<file path="src/rtl/lfsr_bitgen_pkg.sv">
package lfsr_bitgen_pkg;

  // Register action chosen each clock by the bus front end.
  typedef enum logic [1:0] {
    CTL_RUN  = 2'd0,
    CTL_HOLD = 2'd1,
    CTL_LOAD = 2'd2
  } lfsr_ctl_e;

  // True when the current bus beat is a seed write.
  function automatic logic is_seed_write(input logic cyc, input logic stb, input logic we);
    return cyc & stb & we;
  endfunction

endpackage

</file>
<file path="src/rtl/lfsr_wb_front.sv">
module lfsr_wb_front
  import lfsr_bitgen_pkg::*;
(
  input  logic      clk,
  input  logic      rst,
  input  logic      cyc_i,
  input  logic      stb_i,
  input  logic      we_i,
  output logic      wr_en_o,
  output lfsr_ctl_e ctl_o,
  output logic      ack_o,
  output logic      stall_o
);

  logic reload_pend_q;
  logic ack_q;
  logic stall_q;

  assign wr_en_o = is_seed_write(cyc_i, stb_i, we_i);

  // A write marks the bank dirty; the first idle clock consumes the mark.
  always_ff @(posedge clk) begin
    if (rst) begin
      reload_pend_q <= 1'b0;
    end else if (wr_en_o) begin
      reload_pend_q <= 1'b1;
    end else if (!cyc_i) begin
      reload_pend_q <= 1'b0;
    end
  end

  always_comb begin
    if (cyc_i) begin
      ctl_o = CTL_HOLD;
    end else if (reload_pend_q) begin
      ctl_o = CTL_LOAD;
    end else begin
      ctl_o = CTL_RUN;
    end
  end

  always_ff @(posedge clk) begin
    if (rst) begin
      ack_q   <= 1'b0;
      stall_q <= 1'b0;
    end else begin
      ack_q   <= wr_en_o;
      stall_q <= 1'b0;
    end
  end

  assign ack_o   = ack_q;
  assign stall_o = stall_q;

  AST_ACK_AFTER_WRITE: assert property (@(posedge clk) disable iff (rst)
    (cyc_i && stb_i && we_i) |=> ack_o);
  AST_NO_STRAY_ACK: assert property (@(posedge clk) disable iff (rst)
    !(cyc_i && stb_i && we_i) |=> !ack_o);

endmodule

</file>
<file path="src/rtl/lfsr_seed_bank.sv">
module lfsr_seed_bank #(
  parameter int DATA_W = 8,
  parameter int ADDR_W = 3,
  localparam int NUM_BYTES = 1 << ADDR_W,
  localparam int SEED_W = DATA_W * NUM_BYTES,
  parameter logic [SEED_W-1:0] SEED_DEFAULT = '1
) (
  input  logic              clk,
  input  logic              rst,
  input  logic              wr_en_i,
  input  logic [ADDR_W-1:0] adr_i,
  input  logic [DATA_W-1:0] dat_i,
  output logic [SEED_W-1:0] seed_o
);

  logic [SEED_W-1:0] bank_flat;

  // One register per byte lane so the whole seed is readable in parallel.
  for (genvar g = 0; g < NUM_BYTES; g++) begin : g_lane
    logic [DATA_W-1:0] lane_q;
    always_ff @(posedge clk) begin
      if (rst) begin
        lane_q <= SEED_DEFAULT[g*DATA_W +: DATA_W];
      end else if (wr_en_i && (adr_i == ADDR_W'(g))) begin
        lane_q <= dat_i;
      end
    end
    assign bank_flat[g*DATA_W +: DATA_W] = lane_q;
  end

  // Lock-up guard: a zero seed is swapped for the default.
  assign seed_o = (bank_flat == '0) ? SEED_DEFAULT : bank_flat;

  AST_BANK_STABLE: assert property (@(posedge clk) disable iff (rst)
    !wr_en_i |=> $stable(bank_flat));

endmodule

</file>
<file path="src/rtl/lfsr_shift_core.sv">
module lfsr_shift_core
  import lfsr_bitgen_pkg::*;
#(
  parameter int WIDTH = 64,
  parameter logic [WIDTH-1:0] TAP_MASK = {2'b11, {(WIDTH-2){1'b0}}},
  parameter logic [WIDTH-1:0] SEED_DEFAULT = '1
) (
  input  logic             clk,
  input  logic             rst,
  input  lfsr_ctl_e        ctl_i,
  input  logic [WIDTH-1:0] seed_i,
  output logic             bit_o
);

  logic [WIDTH-1:0] state_q;
  logic             feedback;

  assign feedback = ^(state_q & TAP_MASK);

  always_ff @(posedge clk) begin
    if (rst) begin
      state_q <= SEED_DEFAULT;
    end else begin
      unique case (ctl_i)
        CTL_HOLD: state_q <= state_q;
        CTL_LOAD: state_q <= seed_i;
        default:  state_q <= {state_q[WIDTH-2:0], feedback};
      endcase
    end
  end

  assign bit_o = state_q[WIDTH-1];

  AST_HOLD_IN_CYCLE: assert property (@(posedge clk) disable iff (rst)
    (ctl_i == CTL_HOLD) |=> $stable(state_q));
  AST_LOAD_TAKES_SEED: assert property (@(posedge clk) disable iff (rst)
    (ctl_i == CTL_LOAD) |=> (state_q == $past(seed_i)));
  AST_STATE_NONZERO: assert property (@(posedge clk) disable iff (rst)
    state_q != '0);

endmodule

</file>
<file path="src/rtl/lfsr_bitgen_wb.sv">
module lfsr_bitgen_wb
  import lfsr_bitgen_pkg::*;
#(
  parameter int DATA_W = 8,
  parameter int ADDR_W = 3,
  parameter logic [(DATA_W << ADDR_W)-1:0] SEED_DEFAULT = 64'hC3A5_5A3C_9E37_79B9,
  parameter logic [(DATA_W << ADDR_W)-1:0] TAP_MASK = 64'hD800_0000_0000_0000
) (
  input  logic              clk,
  input  logic              rst,
  input  logic              wb_cyc_i,
  input  logic              wb_stb_i,
  input  logic              wb_we_i,
  input  logic [ADDR_W-1:0] wb_adr_i,
  input  logic [DATA_W-1:0] wb_dat_i,
  output logic              wb_ack_o,
  output logic              wb_stall_o,
  output logic              rnd_bit_o
);

  localparam int LFSR_W = DATA_W << ADDR_W;

  logic              wr_en;
  lfsr_ctl_e         ctl;
  logic [LFSR_W-1:0] seed_val;

  lfsr_wb_front u_front (
    .clk     (clk),
    .rst     (rst),
    .cyc_i   (wb_cyc_i),
    .stb_i   (wb_stb_i),
    .we_i    (wb_we_i),
    .wr_en_o (wr_en),
    .ctl_o   (ctl),
    .ack_o   (wb_ack_o),
    .stall_o (wb_stall_o)
  );

  lfsr_seed_bank #(
    .DATA_W       (DATA_W),
    .ADDR_W       (ADDR_W),
    .SEED_DEFAULT (SEED_DEFAULT)
  ) u_bank (
    .clk     (clk),
    .rst     (rst),
    .wr_en_i (wr_en),
    .adr_i   (wb_adr_i),
    .dat_i   (wb_dat_i),
    .seed_o  (seed_val)
  );

  lfsr_shift_core #(
    .WIDTH        (LFSR_W),
    .TAP_MASK     (TAP_MASK),
    .SEED_DEFAULT (SEED_DEFAULT)
  ) u_core (
    .clk    (clk),
    .rst    (rst),
    .ctl_i  (ctl),
    .seed_i (seed_val),
    .bit_o  (rnd_bit_o)
  );

endmodule

</file>
<file path="config.mk">
export PLATFORM = sky130hd
export DESIGN_NAME = lfsr_bitgen_wb
export DESIGN_NICKNAME = d
export VERILOG_FILES = /design/src/rtl/lfsr_bitgen_pkg.sv /design/src/rtl/lfsr_wb_front.sv /design/src/rtl/lfsr_seed_bank.sv /design/src/rtl/lfsr_shift_core.sv /design/src/rtl/lfsr_bitgen_wb.sv
export SDC_FILE = /design/constraint.sdc
export NUM_CORES = 1
export LEC_CHECK = 0
export ABC_AREA = 1
export BUFFER_PORTS_ARGS = -buffer_cell sky130_fd_sc_hd__buf_2
export CAP_MARGIN = 10
export CORE_UTILIZATION = 40
export DETAILED_ROUTE_END_ITERATION = 8
export GPL_ROUTABILITY_DRIVEN = 0
export HOLD_SLACK_MARGIN = 0.12
export PLACE_DENSITY_LB_ADDON = 0.2
export SETUP_SLACK_MARGIN = 0.02
export SYNTH_ARGS = -nofsm -noshare
export SYNTH_HDL_FRONTEND = slang
export SYNTH_SLANG_ARGS = --single-unit
</file>
<file path="constraint.sdc">
create_clock -name clk -period 1.6 [get_ports clk]
set_input_delay 0.24 -clock clk [delete_from_list [all_inputs] [get_ports clk]]
set_output_delay 0.24 -clock clk [all_outputs]
set_load 0.005 [all_outputs]
</file>
Word-level counts from Yosys, hierarchy flattened
Index checks and enable logic that the tools add are counted.
{"block": "totals", "regBits": 130, "in_bits": 16, "out_inout_bits": 3, "elab_cells": 40}
{"block": "classes", "eq_ne": 10, "muxes": 6, "bitwise": 2, "reduce_logical": 11}
{"operator": "$pmux W64 S2", "count": 1}
{"operator": "$logic_not A64 Y1", "count": 1}
{"operator": "$mux W64", "count": 1}
{"operator": "$reduce_xor A64 Y1", "count": 1}
{"operator": "$eq A3 B3 Y1 const B", "count": 4}
{"operator": "$logic_and A1 B1 Y1", "count": 8}
{"operator": "$eq A3 B2 Y1 const B", "count": 2}
{"operator": "$mux W2", "count": 2}
{"operator": "$eq A3 B1 Y1 const B", "count": 1}
{"operator": "$logic_not A3 Y1", "count": 1}
{"operator": "$and A1 B1 Y1", "count": 2}
{"operator": "$eq A2 B1 Y1 const B", "count": 1}
{"operator": "$eq A2 B2 Y1 const B", "count": 1}
{"operator": "$mux W1", "count": 2}
{"operator": "$ne A2 B1 Y1 const B", "count": 1}

Logic depth before layout (Yosys ltp)
Gate-level depths: netlist of run 1.
{"block": "depth", "word_depth": 4, "mapped_depth": 10, "mapped_depth_nobuf": 9}

By module
From an unflattened synthesis of run 1, not the netlist that was laid out.
{"block": "unflattened", "hier_cells": 862, "hier_area_um2": 6037.0}
{"module": "lfsr_shift_core", "n_inst": 1, "cells_per_inst": 413, "area_per_inst_um2": 3004.1, "seq_area_each_um2": 1281.2}
{"module": "lfsr_seed_bank", "n_inst": 1, "cells_per_inst": 435, "area_per_inst_um2": 2935.3, "seq_area_each_um2": 1281.2}
{"module": "lfsr_wb_front", "n_inst": 1, "cells_per_inst": 14, "area_per_inst_um2": 97.6, "seq_area_each_um2": 40.0}

Worst setup path before layout of run 1
OpenSTA, ideal clock, no wires.
{"block": "synth_path", "path_type": "register to register", "from": "reg u_bank.g_lane[7].lane_q[3]", "to": "reg u_core.state_q[17]", "setup_ns": 0.059, "t_arrival_ns": 1.114, "t_required_ns": 1.541, "path_slack_ns": 0.427, "stages_incl_launch_ff": 11, "n_path_buf": 1, "synth_period_minus_slack_ns": 1.173, "path_cell_list": "dfxtp_1 > nor2_1 > nand2_1 > nor2_1 > nand2_1 > nor2_1 > nand2_2 > buf_6 > nand2_1 > nand2_1 > nand2_1"}
{"block": "synth_via", "elab_chain_len": 3}
{"item": "start, declared", "line_no": "lfsr_seed_bank.sv:20", "rtl": "logic [DATA_W-1:0] lane_q;"}
{"item": "start signal, assigned", "line_no": "lfsr_seed_bank.sv:23", "rtl": "lane_q <= SEED_DEFAULT[g*DATA_W +: DATA_W];"}
{"item": "start signal, assigned", "line_no": "lfsr_seed_bank.sv:25", "rtl": "lane_q <= dat_i;"}
{"item": "$logic_not A64 Y1", "line_no": "lfsr_seed_bank.sv:32", "rtl": "assign seed_o = (bank_flat == '0) ? SEED_DEFAULT : bank_flat;"}
{"item": "$mux W64", "line_no": "lfsr_seed_bank.sv:32"}
{"item": "$pmux W64 S2", "line_no": "lfsr_shift_core.sv:24", "rtl": "unique case (ctl_i)"}
{"item": "end signal, assigned", "line_no": "lfsr_shift_core.sv:25", "rtl": "CTL_HOLD: state_q <= state_q;"}
{"item": "end signal, assigned", "line_no": "lfsr_shift_core.sv:26", "rtl": "CTL_LOAD: state_q <= seed_i;"}
{"item": "end signal, assigned", "line_no": "lfsr_shift_core.sv:27", "rtl": "default: state_q <= {state_q[WIDTH-2:0], feedback};"}
{"item": "end, declared", "line_no": "lfsr_shift_core.sv:15", "rtl": "logic [WIDTH-1:0] state_q;"}
Every way passes these cells.
A chain may end at the register's enable or synchronous reset.

Worst setup path after layout of run 1
{"block": "layout_path", "from": "reg u_bank.g_lane[7].lane_q[4]", "to": "reg u_core.state_q[5]"}
Same word-level chain as after synthesis.

==> summary.md, run 1 <==
| Metric | Value |
|---|---|
| Outcome | `completed` |
| WS Path Type | `flop to flop` |
| Sw Ratio | `0.238` |
| CTS clk-pin slew, worst paths | `around 0.06 ns` |
| DR iter-0 viols | `just under 400` |
| Number of H-tree levels | `4` |
| Routed wire per std cell | `15.8 µm` |
| Power density over the cells | `approximately 1200 mW/mm²` |
| Die Footprint | `between 0.01 and 0.015 mm²` |
| Total negative setup slack | `0 ns` |
| Num Clock Sinks | `130` |
| RSZ-0062 raised after global routing | `false` |
| Drt first pass iters | `5` |
| Hold Crit Class | `primary input to flop` |
| YS warnings | `0` |
| TritonCTS clock tree | `built` |
| Post-synthesis sequential area ratio | `0.454` |
| Die X | `122 µm` |
| CTS Buffer Depth | `2` |
| Worst Skew | `0.00552 ns` |
| Final setup fails | `0` |
| Top sig layer | `met4` |
| WP data required | `just under 2 ns` |
| Flop2flop setup slack | `roughly 0.16 ns` |
| Hold Path End | `u_front.ack_o` |
| NetSw | `about 1.8 mW` |
| Final Cycle Share | `0.901` |
| Core footprint | `0.0139 mm²` |
| Pleak | `around 2.8 nW` |
| Row count | `between 40 and 50` |
| Hold Path Origin | `wb_stb_i` |
| Peak supply drop | `between 0.0006 and 0.0007 V` |
| Buffers on Ports | `17` |
| Max Fclk | `approximately 690 MHz` |
| Final antenna-violating net count | `0` |
| First-pass GRT wire length | `between 20000 and 30000 µm` |
| N_diodes | `0` |
| Met1 WL | `7280 µm` |
| Initial core utilization | `0.411` |
| FF+latch count, synth | `130` |
| Total power | `about 7.6 mW` |
| Top-level I/O count | `19` |
| Internal power | `about 5.8 mW` |
| Min Tclk post-route | `about 1.4 ns` |
| Sequential Power Share | `0.459` |
| Worst-Skew Late Latency | `0.42 ns` |
| Vias in the first global route | `4961` |
| Cts bufs inserted | `17` |
| DRC viols | `0` |
| Dpl hpwl | `about 9700 µm` |
| P&R area growth vs syn | `13.6%` |
| Layout cell share with drive strength beyond 1 | `0.103` |
| Crit path capture type | `flop` |
| Post-Syn Nets | `approximately 820` |
| Final Hold Fails | `0` |
| Syn Inst Count | `802` |
| Synthesized area | `0.00573 mm²` |
| Max-slew violations | `0` |
| Hold path cells | `3` |
| Synth cell types | `28` |
| Reg-to-Reg Start | `u_bank.g_lane[7].lane_q[4]` |
| Worst-path maximum fanout | `19` |
| WL met3 | `~740 µm` |
| Fin nets | `~820` |
| Setup ws final | `0.158 ns` |
| Via count | `~5.2k` |
| Initial antenna violation count | `0` |
| Vias per Instance | `5.27` |
| Die height | `~120 µm` |
| Reg2reg end | `u_core.state_q[5]` |
| Mean Syn Cell Area | `7.15 µm²` |
| Grt ovf | `0` |
| CTS root buffer | `clkbuf_16` |
| Post-Route WL | `roughly 16000 µm` |
| Clock share of power | `0.463` |
| Reg2Reg Depth | `10` |
| # Max-Cap Violations | `0` |
| Total track usage | `0.229` |
| Critical Path Source Type | `flop` |
| Crit path DAT | `1.80 ns` |
| Wire length on met2 | `7440 µm` |
| DP Worst Slack | `between 0.1 and 0.15 ns` |
| Largest net degree at the start of global routing | `99` |
| Logic pwr share | `0.078` |
timing repair:
item / 4_1_cts / 5_1_grt
setup endpoints to repair: 0 / 14
hold buffers: 0 / 0
resized for setup: 0 / 1
setup buffers: 0 / 0
layout make-up:
cell class,count,area (µm²)
Tap cell,180,225
Fill cell,1395,7420
Clock buffer,25,505
Inverter,83,312
Multi-Input combinational cell,529,2510
Sequential cell,130,2600
Clock inverter,5,27.5
Timing Repair Buffer,40,333
metal layers:
metal / GRT usage / up-vias
met2: 0.372 / 134
li1: - / 2603
met3: 0.0365 / 16
met5: 0 / -
met4: 0.0918 / 0
met1: 0.303 / 2478
cell families (layout without fill, tap and decap cells):
| group | Yosys count | in the layout | share of synthesized area |
|---|---|---|---|
| and+or+nand+nor | 334 | 334 | 0.232 |
| AOI/OAI and AO/OA | 192 | 192 | 0.201 |
| buffers and inverters | 143 | 153 | 0.109 |
| DFF | 130 | 130 | 0.454 |
| xor gates and xnor gates | 2 | 2 | 0.00306 |
| other | 1 | 1 | 0.000654 |
flip-flops by register name, summed over array words and instances, names as in the netlist:
signal / count
u_front.ack_o: 1
u_core.state_q: 64
u_front.reload_pend_q: 1
u_bank.g_lane.lane_q: 64
worst max-delay path, cell delays in order (launching register included):
cell and delay [ns]:
dfxtp_1 0.33, nor2_1 0.11, nand2_1 0.06, nor2_1 0.17
nand2_1 0.08, nor2_1 0.13, nand2_2 0.07, buf_4 0.21
nand2_1 0.09, nand2_1 0.07, nand2_1 0.06
how the worst max path moves through the flow:
| stage | from | end | slack (ns) | depth (start not counted) |
|---|---|---|---|---|
| 2_1_floorplan | u_bank.g_lane[7].lane_q[3] | u_core.state_q[17] | 0.43 | 10 |
| 3_3_place_gp | u_bank.g_lane[6].lane_q[7] | u_core.state_q[5] | 0.17 | 10 |
| 3_5_place_dp | wb_cyc_i | u_bank.g_lane[7].lane_q[4] | 0.13 | 8 |
| 4_1_cts | u_bank.g_lane[6].lane_q[7] | u_core.state_q[5] | 0.16 | 10 |
| 5_1_grt | u_bank.g_lane[7].lane_q[4] | u_core.state_q[5] | 0.03 | 10 |
| 6_report | u_bank.g_lane[7].lane_q[4] | u_core.state_q[5] | 0.16 | 10 |
cell usage after synthesis:
cell type    n  share of area
nand2_1    207           0.14
dfxtp_1    130           0.45
nor2_1      98          0.064
inv_1       77          0.050
o21ai_0     60          0.052
a21oi_1     53          0.046
clkbuf_1    31          0.020
a211oi_1    28          0.037
a31oi_1     19          0.021
a221oi_1    16          0.024
nor3_1      16          0.014
o211ai_1    15          0.020
buf_2       10         0.0087
buf_4       10          0.013
nor2_2       6         0.0066
buf_6        5         0.0098
inv_2        5         0.0033
buf_1        4         0.0026
nand2_2      2         0.0022
nand3_1      2         0.0017
clkinv_1     1        0.00065
conb_1       1        0.00065
nand3_4      1         0.0031
nor2_4       1         0.0020
nor3_4       1         0.0028
o21ai_1      1        0.00087
xnor2_1      1         0.0015
xor2_1       1         0.0015
through the flow:
stage | cell area, µm² | utilization | hold slack, ns | std cells
floorplan | 5730 | - | 0.396 | 802
global placement | 5980 | 0.429 | 0.444 | 962
detailed placement | 5980 | 0.429 | 0.454 | 962
CTS | 6510 | 0.467 | 0.125 | 992
global route | 6510 | 0.467 | 0.149 | 992
finish | 6510 | 0.467 | 0.140 | 992
power groups by stage:
stage	Combinational [mW]	Sequential (mW)	Clock, mW
floorplan	0.417	3.51	0
global placement	0.574	3.53	0
detailed placement	0.586	3.53	0
CTS	0.591	3.46	3.56
global route	0.665	3.48	3.73
finish	0.590	3.47	3.50
cells in the final DEF (no fill, tap or decap), types with 2 or more instances in the layout:
cell type,count
dfxtp_1,130
inv_2,5
inv_1,77
nand3_1,2
a21oi_1,53
nor3_1,16
buf_12,6
clkbuf_1,3
clkbuf_16,17
a31oi_1,19
nor2_2,7
nor2_1,97
nand2_1,207
a211oi_1,28
buf_2,17
clkbuf_8,5
nand2_2,2
clkinv_2,4
o21ai_0,60
buf_4,17
a221oi_1,16
o211ai_1,15
(Power assumes the default switching activity.)
==> run 2, diff against run 1 <==
Settings changed: CORE_UTILIZATION 40 to 47.
==> run 2 against run 1 <==
  * Total power up 9.4%
  * Clock power up 21%
  * Sequential power about the same
  * Global-route usage up 2.0 points
  * Wire length down 5.3%
  * Die area down 15%
  * Worst setup slack better by 0.019 ns
  * Largest power group unchanged
==> summary.md, run 2 (synthesized netlist as in run 1, its figures left out) <==
| Metric | Value |
|---|---|
| Flop2flop setup slack | `0.18 ns (+0.02 ns)` |
| Routed wire per std cell | `15.5 µm (-1.6%)` |
| Top-level I/O count | `19 (unchanged)` |
| Cell Area, Placed | `0.00592 mm² (-0.90%)` |
| DR iter-0 viols | `470 (+19%)` |
| Die Footprint | `0.0126 mm² (-15%)` |
| CTS root buffer | `clkbuf_16` |
| Critical Path Source Type | `flop` |
| Non-filler cells, final | `955 (-3.7%)` |
| Critical path's most frequent cell | `nand2_1` |
| Num Clock Sinks | `130 (unchanged)` |
| Vias per Instance | `5.36 (+1.6%)` |
| Die height | `112 µm (-7.6%)` |
| Worst-Skew Late Latency | `0.41 ns (about the same)` |
| Pleak | `2.84 nW (+1.9%)` |
| CTS clk-pin slew, worst paths | `0.06 ns (about the same)` |
| Largest net degree at the start of global routing | `99 (unchanged)` |
| Final antenna-violating net count | `0 (unchanged)` |
| Via count | `5115 (-2.2%)` |
| WS Path Type | `flop to flop` |
| CTS Buffer Depth | `2 (unchanged)` |
| Final Cycle Share | `0.890 (-0.0119)` |
| P&R area growth vs syn | `14.7%` |
| DRC viols | `0 (unchanged)` |
| Commonest non-fill, non-tap cell in the layout | `nand2_1` |
| Most frequent cells in the layout | `nand2_1 (207), dfxtp_1 (130), nor2_1 (97)` |
| FILL cells | `1074 (-23%)` |
| WP data required | `1.95 ns (about the same)` |
| TritonCTS clock tree | `built` |
| Logic pwr share | `0.069 (-0.009)` |
| Outcome | `completed` |
| Largest registers | `u_bank.g_lane.lane_q x64, u_core.state_q x64` |
| Internal power | `6.46 mW (+12%)` |
| Post-Route WL | `14800 µm (-5.3%)` |
| Cts bufs inserted | `17 (unchanged)` |
| Max Fclk | `703 MHz (+1.3%)` |
| Worst path slowest cell | `dfxtp_1` |
| Grt ovf | `0 (unchanged)` |
| Fin nets | `816 (-0.12%)` |
| Vias in the first global route | `4732 (-4.6%)` |
| Hold Crit Class | `primary input to flop` |
| Worst Skew | `0.00642 ns (+0.000903 ns)` |
| Setup ws final | `0.177 ns (+0.0191 ns)` |
| Max-slew violations | `0 (unchanged)` |
| Final instance area | `0.00657 mm² (+0.96%)` |
| CP peak stage delay | `0.31 ns (-0.02 ns)` |
| Multi-input combinational cell area | `0.00251 mm² (unchanged)` |
| Final setup fails | `0 (unchanged)` |
| Total track usage | `0.250 (+0.0205)` |
| Hold Slack | `0.161 ns (+0.0211 ns)` |
| # Max-Cap Violations | `0 (unchanged)` |
| Clock share of power | `0.512 (+0.049)` |
| Row count | `39 (-9.3%)` |
| Dpl hpwl | `9210 µm (-4.8%)` |
| Worst-path maximum fanout | `17 (-2)` |
| Total power | `8.26 mW (+9.4%)` |
| Power density over the cells | `1260 mW/mm² (+8.4%)` |
| Initial core utilization | `0.491 (+0.0801)` |
| RSZ-0062 raised after global routing | `false` |
| Sequential Power Share | `0.419 (-0.040)` |
| FF+latch area | `0.00260 mm² (unchanged)` |
| Crit path DAT | `1.78 ns (-0.02 ns)` |
| Postcts setup bufs | `0 (unchanged)` |
| Final Hold Fails | `0 (unchanged)` |
| NetSw | `1.81 mW (+0.64%)` |
| Initial antenna violation count | `0 (unchanged)` |
| Total negative setup slack | `0 ns (unchanged)` |
| N_diodes | `0 (unchanged)` |
| Layout cell share with drive strength beyond 1 | `0.107 (+0.00369)` |
| Drt first pass iters | `5 (unchanged)` |
| Peak supply drop | `0.000755 V (+18%)` |
| DP Worst Slack | `0.137 ns (+0.00623 ns)` |
| Dpl cells | `924 (-4.0%)` |
| Die X | `112 µm (-7.6%)` |
| First-pass GRT wire length | `24400 µm (-5.6%)` |
| Number of H-tree levels | `4 (unchanged)` |
| Sw Ratio | `0.219 (-0.0191)` |
| Cell Chain, Critical Path | `nor2_1, nand2_1, nor2_1, nand2_1, nor2_2, nand2_2, buf_4, nand2_1, nand2_1, nand2_1` |
| Min Tclk post-route | `1.42 ns (-0.0191 ns)` |
| Buffers on Ports | `17 (unchanged)` |
| Core footprint | `0.0117 mm² (-16%)` |
| Utilization after layout | `0.564 (+0.0964)` |
| Crit path capture type | `flop` |
run 2: changes by cell type in the layout (fill, tap and decap cells not counted), sizes merged:
cell / previous run / this run
clkbuf: 25 / 20
buf: 40 / 39
clkinv: 5 / 6
bufinv: 0 / 5
run 2: cell type report:
type,instances,area share
Inverter,83,0.0474
Multi-Input combinational cell,529,0.381
Timing Repair Buffer,39,0.0495
Sequential cell,130,0.396
Clock buffer,20,0.0710
Tap cell,143,0.0272
Clock inverter,11,0.0278
run 2: what timing repair did:
action | CTS | global route
hold buffers | 0 | 0
setup endpoints to repair | 0 | 14
gates resized for setup | 0 | 1
run 2: worst max-delay path, delay by kind of cell (launching register included):
kind                   cells  cell delay (ns)
and+or+nand+nor            9             0.86
DFF                        1             0.31
buffers and inverters      1             0.20
run 2: worst paths after layout:
kind              depth (start not counted)            endpoint                        from
hold reg to reg                           2  u_core.state_q[23]          u_core.state_q[23]
hold / removal                            3       u_front.ack_o                    wb_stb_i
setup reg to reg                         10  u_core.state_q[43]  u_bank.g_lane[4].lane_q[4]
setup / recovery                         10  u_core.state_q[43]  u_bank.g_lane[4].lane_q[4]
run 2: power groups by stage:
| stage | clock network (mW) | logic (mW) | registers, mW |
|---|---|---|---|
| floorplan | 0 | 0.417 | 3.51 |
| global placement | 0 | 0.556 | 3.52 |
| detailed placement | 0 | 0.567 | 3.53 |
| CTS | 4.26 | 0.571 | 3.46 |
| global route | 4.41 | 0.643 | 3.48 |
| finish | 4.23 | 0.572 | 3.46 |
run 2: per-layer routing:
layer / global-route usage / vias up / share of wire
met1: 0.343 / 2359 / 0.48
met3: 0.0383 / 21 / 0.057
met2: 0.397 / 139 / 0.45
met5: 0 / - / 0
met4: 0.0969 / 0 / 0.017
li1: - / 2596 / -
==> run 3, diff against run 2 <==
Settings changed: SYNTH_HIERARCHICAL set to 1.
==> run 3 against run 2 <==
  * Clock skew is 0.0012 ns higher
  * Global-route usage is 0.071 points higher
  * Wire length is 6.0% higher
  * Clock power fell by 14%
  * Largest power group unchanged
  * Highest routed layer unchanged
==> summary.md, run 3 <==
| Metric | Value |
|---|---|
| Number of H-tree levels | `4 (unchanged)` |
| Worst path bufs/invs | `1 (unchanged)` |
| Hold Path Origin | `rst` |
| Synth top area share | `0.431 (-0.0231)` |
| Mux cell area share after synthesis | `0 (unchanged)` |
| Buffers on Ports | `17 (unchanged)` |
| Final antenna-violating net count | `0 (unchanged)` |
| Sequential Power Share | `0.450 (+0.031)` |
| Die height | `115 µm (+2.6%)` |
| Mean Syn Cell Area | `7.00 µm² (-2.0%)` |
| First-pass GRT wire length | `25500 µm (+4.6%)` |
| Clock share of power | `0.470 (-0.042)` |
| Reg-to-Reg Start | `u_bank/g_lane[0].lane_q[1]` |
| Hold Path End | `u_bank/g_lane[7].lane_q[0]` |
| Fin nets | `851 (+4.3%)` |
| Top-level I/O count | `19 (unchanged)` |
| Pleak | `3.17 nW (+12%)` |
| FF+latch count, synth | `130 (unchanged)` |
| Final Hold Fails | `0 (unchanged)` |
| Max Fclk | `651 MHz (-7.3%)` |
| Crit path max-delay family | `simple AND/OR/NAND/NOR gates` |
| Commonest non-fill, non-tap cell in the layout | `nand2_1` |
| Critical path's most frequent cell | `nand2_1` |
| Sw Ratio | `0.234 (+0.0154)` |
| Worst Skew | `0.00765 ns (+0.00123 ns)` |
| Core footprint | `0.0126 mm² (+7.8%)` |
| Hold path cells | `3 (unchanged)` |
| Initial antenna violation count | `0 (unchanged)` |
| Max-slew violations | `0 (unchanged)` |
| Hold Slack | `0.156 ns (-0.00437 ns)` |
| Worst path slowest cell | `dfxtp_1` |
| Outcome | `completed` |
| Peak supply drop | `0.000642 V (-15%)` |
| Synth cell count leaders | `nand2_1 (163), dfxtp_1 (130), nand3_1 (128), nor2_1 (106), inv_1 (85)` |
| Vias in the first global route | `5237 (+11%)` |
| Most used flip-flop cell after synthesis | `dfxtp_1` |
| Most frequent cell after synthesis | `nand2_1` |
| Synth async-reset ratio | `0 (unchanged)` |
| Post-synth EDFFs | `0 (unchanged)` |
| TritonCTS clock tree | `built` |
| Routed wire per std cell | `15.4 µm (-0.68%)` |
| CTS clk-pin slew, worst paths | `0.05 ns (about the same)` |
| Final setup fails | `0 (unchanged)` |
| Utilization after layout | `0.548 (-0.0156)` |
| Most frequent cells in the layout | `nand2_1 (162), dfxtp_1 (127), nand3_1 (126)` |
| # Max-Cap Violations | `0 (unchanged)` |
| Total track usage | `0.251 (+0.000711)` |
| Simple-gate share of the synthesized area | `0.324 (+0.0918)` |
| Row count | `41 (+5.1%)` |
| Initial core utilization | `0.480 (-0.0110)` |
| Post-Route WL | `15700 µm (+6.0%)` |
| Synth cell types | `23 (-18%)` |
| Internal power | `5.94 mW (-8.0%)` |
| Post-Syn Nets | `878 (+7.3%)` |
| Worst-Skew Late Latency | `0.42 ns (about the same)` |
| Largest net degree at the start of global routing | `65 (-34%)` |
| Num Clock Sinks | `130 (unchanged)` |
| DR iter-0 viols | `308 (-34%)` |
| Critical Path Source Type | `flop` |
| Synthesized area | `0.00604 mm² (+5.3%)` |
| Flop2flop setup slack | `0.06 ns (-0.11 ns)` |
| Reg2Reg Depth | `10 (unchanged)` |
| Min Tclk post-route | `1.54 ns (+0.112 ns)` |
| N_diodes | `0 (unchanged)` |
| Xor/xnor share of the synthesized area | `0 (-0.00306)` |
| Die Footprint | `0.0133 mm² (+5.3%)` |
| Dpl hpwl | `9490 µm (+3.0%)` |
| YS warnings | `6 (+6)` |
| Syn Inst Count | `862 (+7.5%)` |
| Grt ovf | `0 (unchanged)` |
| Largest registers | `u_bank/g_lane.lane_q x64, u_core/state_q x64` |
| Total power | `7.76 mW (-6.1%)` |
| Die X | `115 µm (+2.6%)` |
| Cell Chain, Critical Path | `nor2_1, nand2_1, nor2_2, nand2_1, nor2_2, nand2_4, clkbuf_16, nand2_1, nand3_1, nand4_1` |
| Logic pwr share | `0.080 (+0.011)` |
| Layout cell share with drive strength beyond 1 | `0.131 (+0.0239)` |
| Crit path DAT | `1.89 ns (+0.11 ns)` |
| Post-synthesis sequential area ratio | `0.431 (-0.0231)` |
| Cts bufs inserted | `17 (unchanged)` |
| WS Path Type | `flop to flop` |
| Final Cycle Share | `0.960 (+0.0700)` |
| RSZ-0062 raised after global routing | `true` |
| P&R area growth vs syn | `14.1%` |
| CP peak stage delay | `0.32 ns (about the same)` |
| Post-Synth Adder-Cell Area | `0 (unchanged)` |
| Crit path capture type | `flop` |
| DRC viols | `0 (unchanged)` |
| Synth area leaders | `dfxtp_1 (43%), nand3_1 (11%), nand2_1 (10%)` |
| Reg2reg end | `u_core/state_q[56]` |
| Largest family of logic cells by synthesized area | `simple AND/OR/NAND/NOR gates` |
| Via count | `5564 (+8.8%)` |
| WP data required | `1.96 ns (about the same)` |
| Drt first pass iters | `5 (unchanged)` |
| CTS root buffer | `clkbuf_16` |
| Complex-gate fraction of the synthesized area | `0.110 (-0.0915)` |
| NetSw | `1.82 mW (+0.49%)` |
| Hold Crit Class | `primary input to flop` |
| Power density over the cells | `1130 mW/mm² (-10%)` |
| Worst-path maximum fanout | `12 (-5)` |
| CTS Buffer Depth | `2 (unchanged)` |
| Synth area leader | `dfxtp_1` |
| Vias per Instance | `5.46 (+1.9%)` |
[run 3: cell count changes after synthesis, moves of 18 or more]
cell and delta:
a211oi_1 -28, a21oi_1 -49, nand2_1 -44, nand3_1 +126
a31oi_1 -19, clkbuf_1 +18, buf_2 +20, o211ai_1 +45
nand4_1 +33, o21ai_0 -28
[run 3: metal layers]
layer / global-route usage / wire length, µm / up-vias
met2: 0.400 / 7240 / 170
met1: 0.319 / 7050 / 2617
met5: 0 / 0 / -
li1: - / - / 2741
met4: 0.126 / 484 / 0
met3: 0.0548 / 933 / 36
[run 3: cell type report]
class	count	area, µm²
Fill cell	1193	5680
Multi-Input combinational cell	546	2670
Sequential cell	130	2610
Clock buffer	26	509
Timing Repair Buffer	48	493
Inverter	92	348
Tap cell	172	215
Clock inverter	5	50.0
[run 3: cell families (layout without fill, tap and decap cells)]
logic type,count (synthesis),count (layout)
AND/OR/NAND/NOR,445,445
buffers and inverters,186,171
other,1,1
flip-flops,130,130
AO/OA/AOI/OAI,100,100
[run 3: what timing repair did]
item | CTS | global route
resized for setup | 0 | 18
setup buffers | 0 | 0
hold endpoints to repair | 2 | 0
hold buffers | 1 | 0
setup endpoints to repair | 0 | 31
[run 3: worst max-delay path by stage]
stage / from / endpoint / slack (ns) / cells past startpoint
CTS: u_bank/g_lane[0].lane_q[1] / u_core/state_q[0] / 0.07 / 12
global placement: wb_cyc_i / u_core/state_q[0] / 0.1 / 9
finish: u_bank/g_lane[0].lane_q[1] / u_core/state_q[56] / 0.06 / 10
floorplan: u_bank/g_lane[3].lane_q[6] / u_core/state_q[0] / 0.33 / 12
detailed placement: wb_cyc_i / u_bank/g_lane[5].lane_q[2] / 0.06 / 8
global route: u_bank/g_lane[0].lane_q[2] / u_core/state_q[43] / -0.01 / 10
[run 3: worst reg2reg max path, cell delays in order (launching register included)]
cell and delay (ns):
dfxtp_1 0.32, nor2_1 0.11, nand2_1 0.09, nor2_2 0.15
nand2_1 0.10, nor2_2 0.13, nand2_4 0.12, clkbuf_16 0.20
nand2_1 0.08, nand3_1 0.07, nand4_1 0.10
[run 3: metrics by stage]
stage	area [µm²]	TNS [ns]	instances	setup WS (ns)
floorplan	6040	0	862	0.328
detailed placement	6210	0	985	0.0558
CTS	6780	0	1017	0.0726
global placement	6210	0	985	0.0960
finish	6890	0	1019	0.0647
global route	6890	-0.0229	1019	-0.0125
[run 3: power by group through the flow]
stage          combinational, mW  clock, mW  sequential, mW
2_1_floorplan              0.443          0            3.53
3_3_place_gp               0.590          0            3.55
3_5_place_dp               0.604          0            3.55
4_1_cts                    0.609       3.68            3.49
5_1_grt                    0.694       3.85            3.50
6_report                   0.618       3.65            3.49
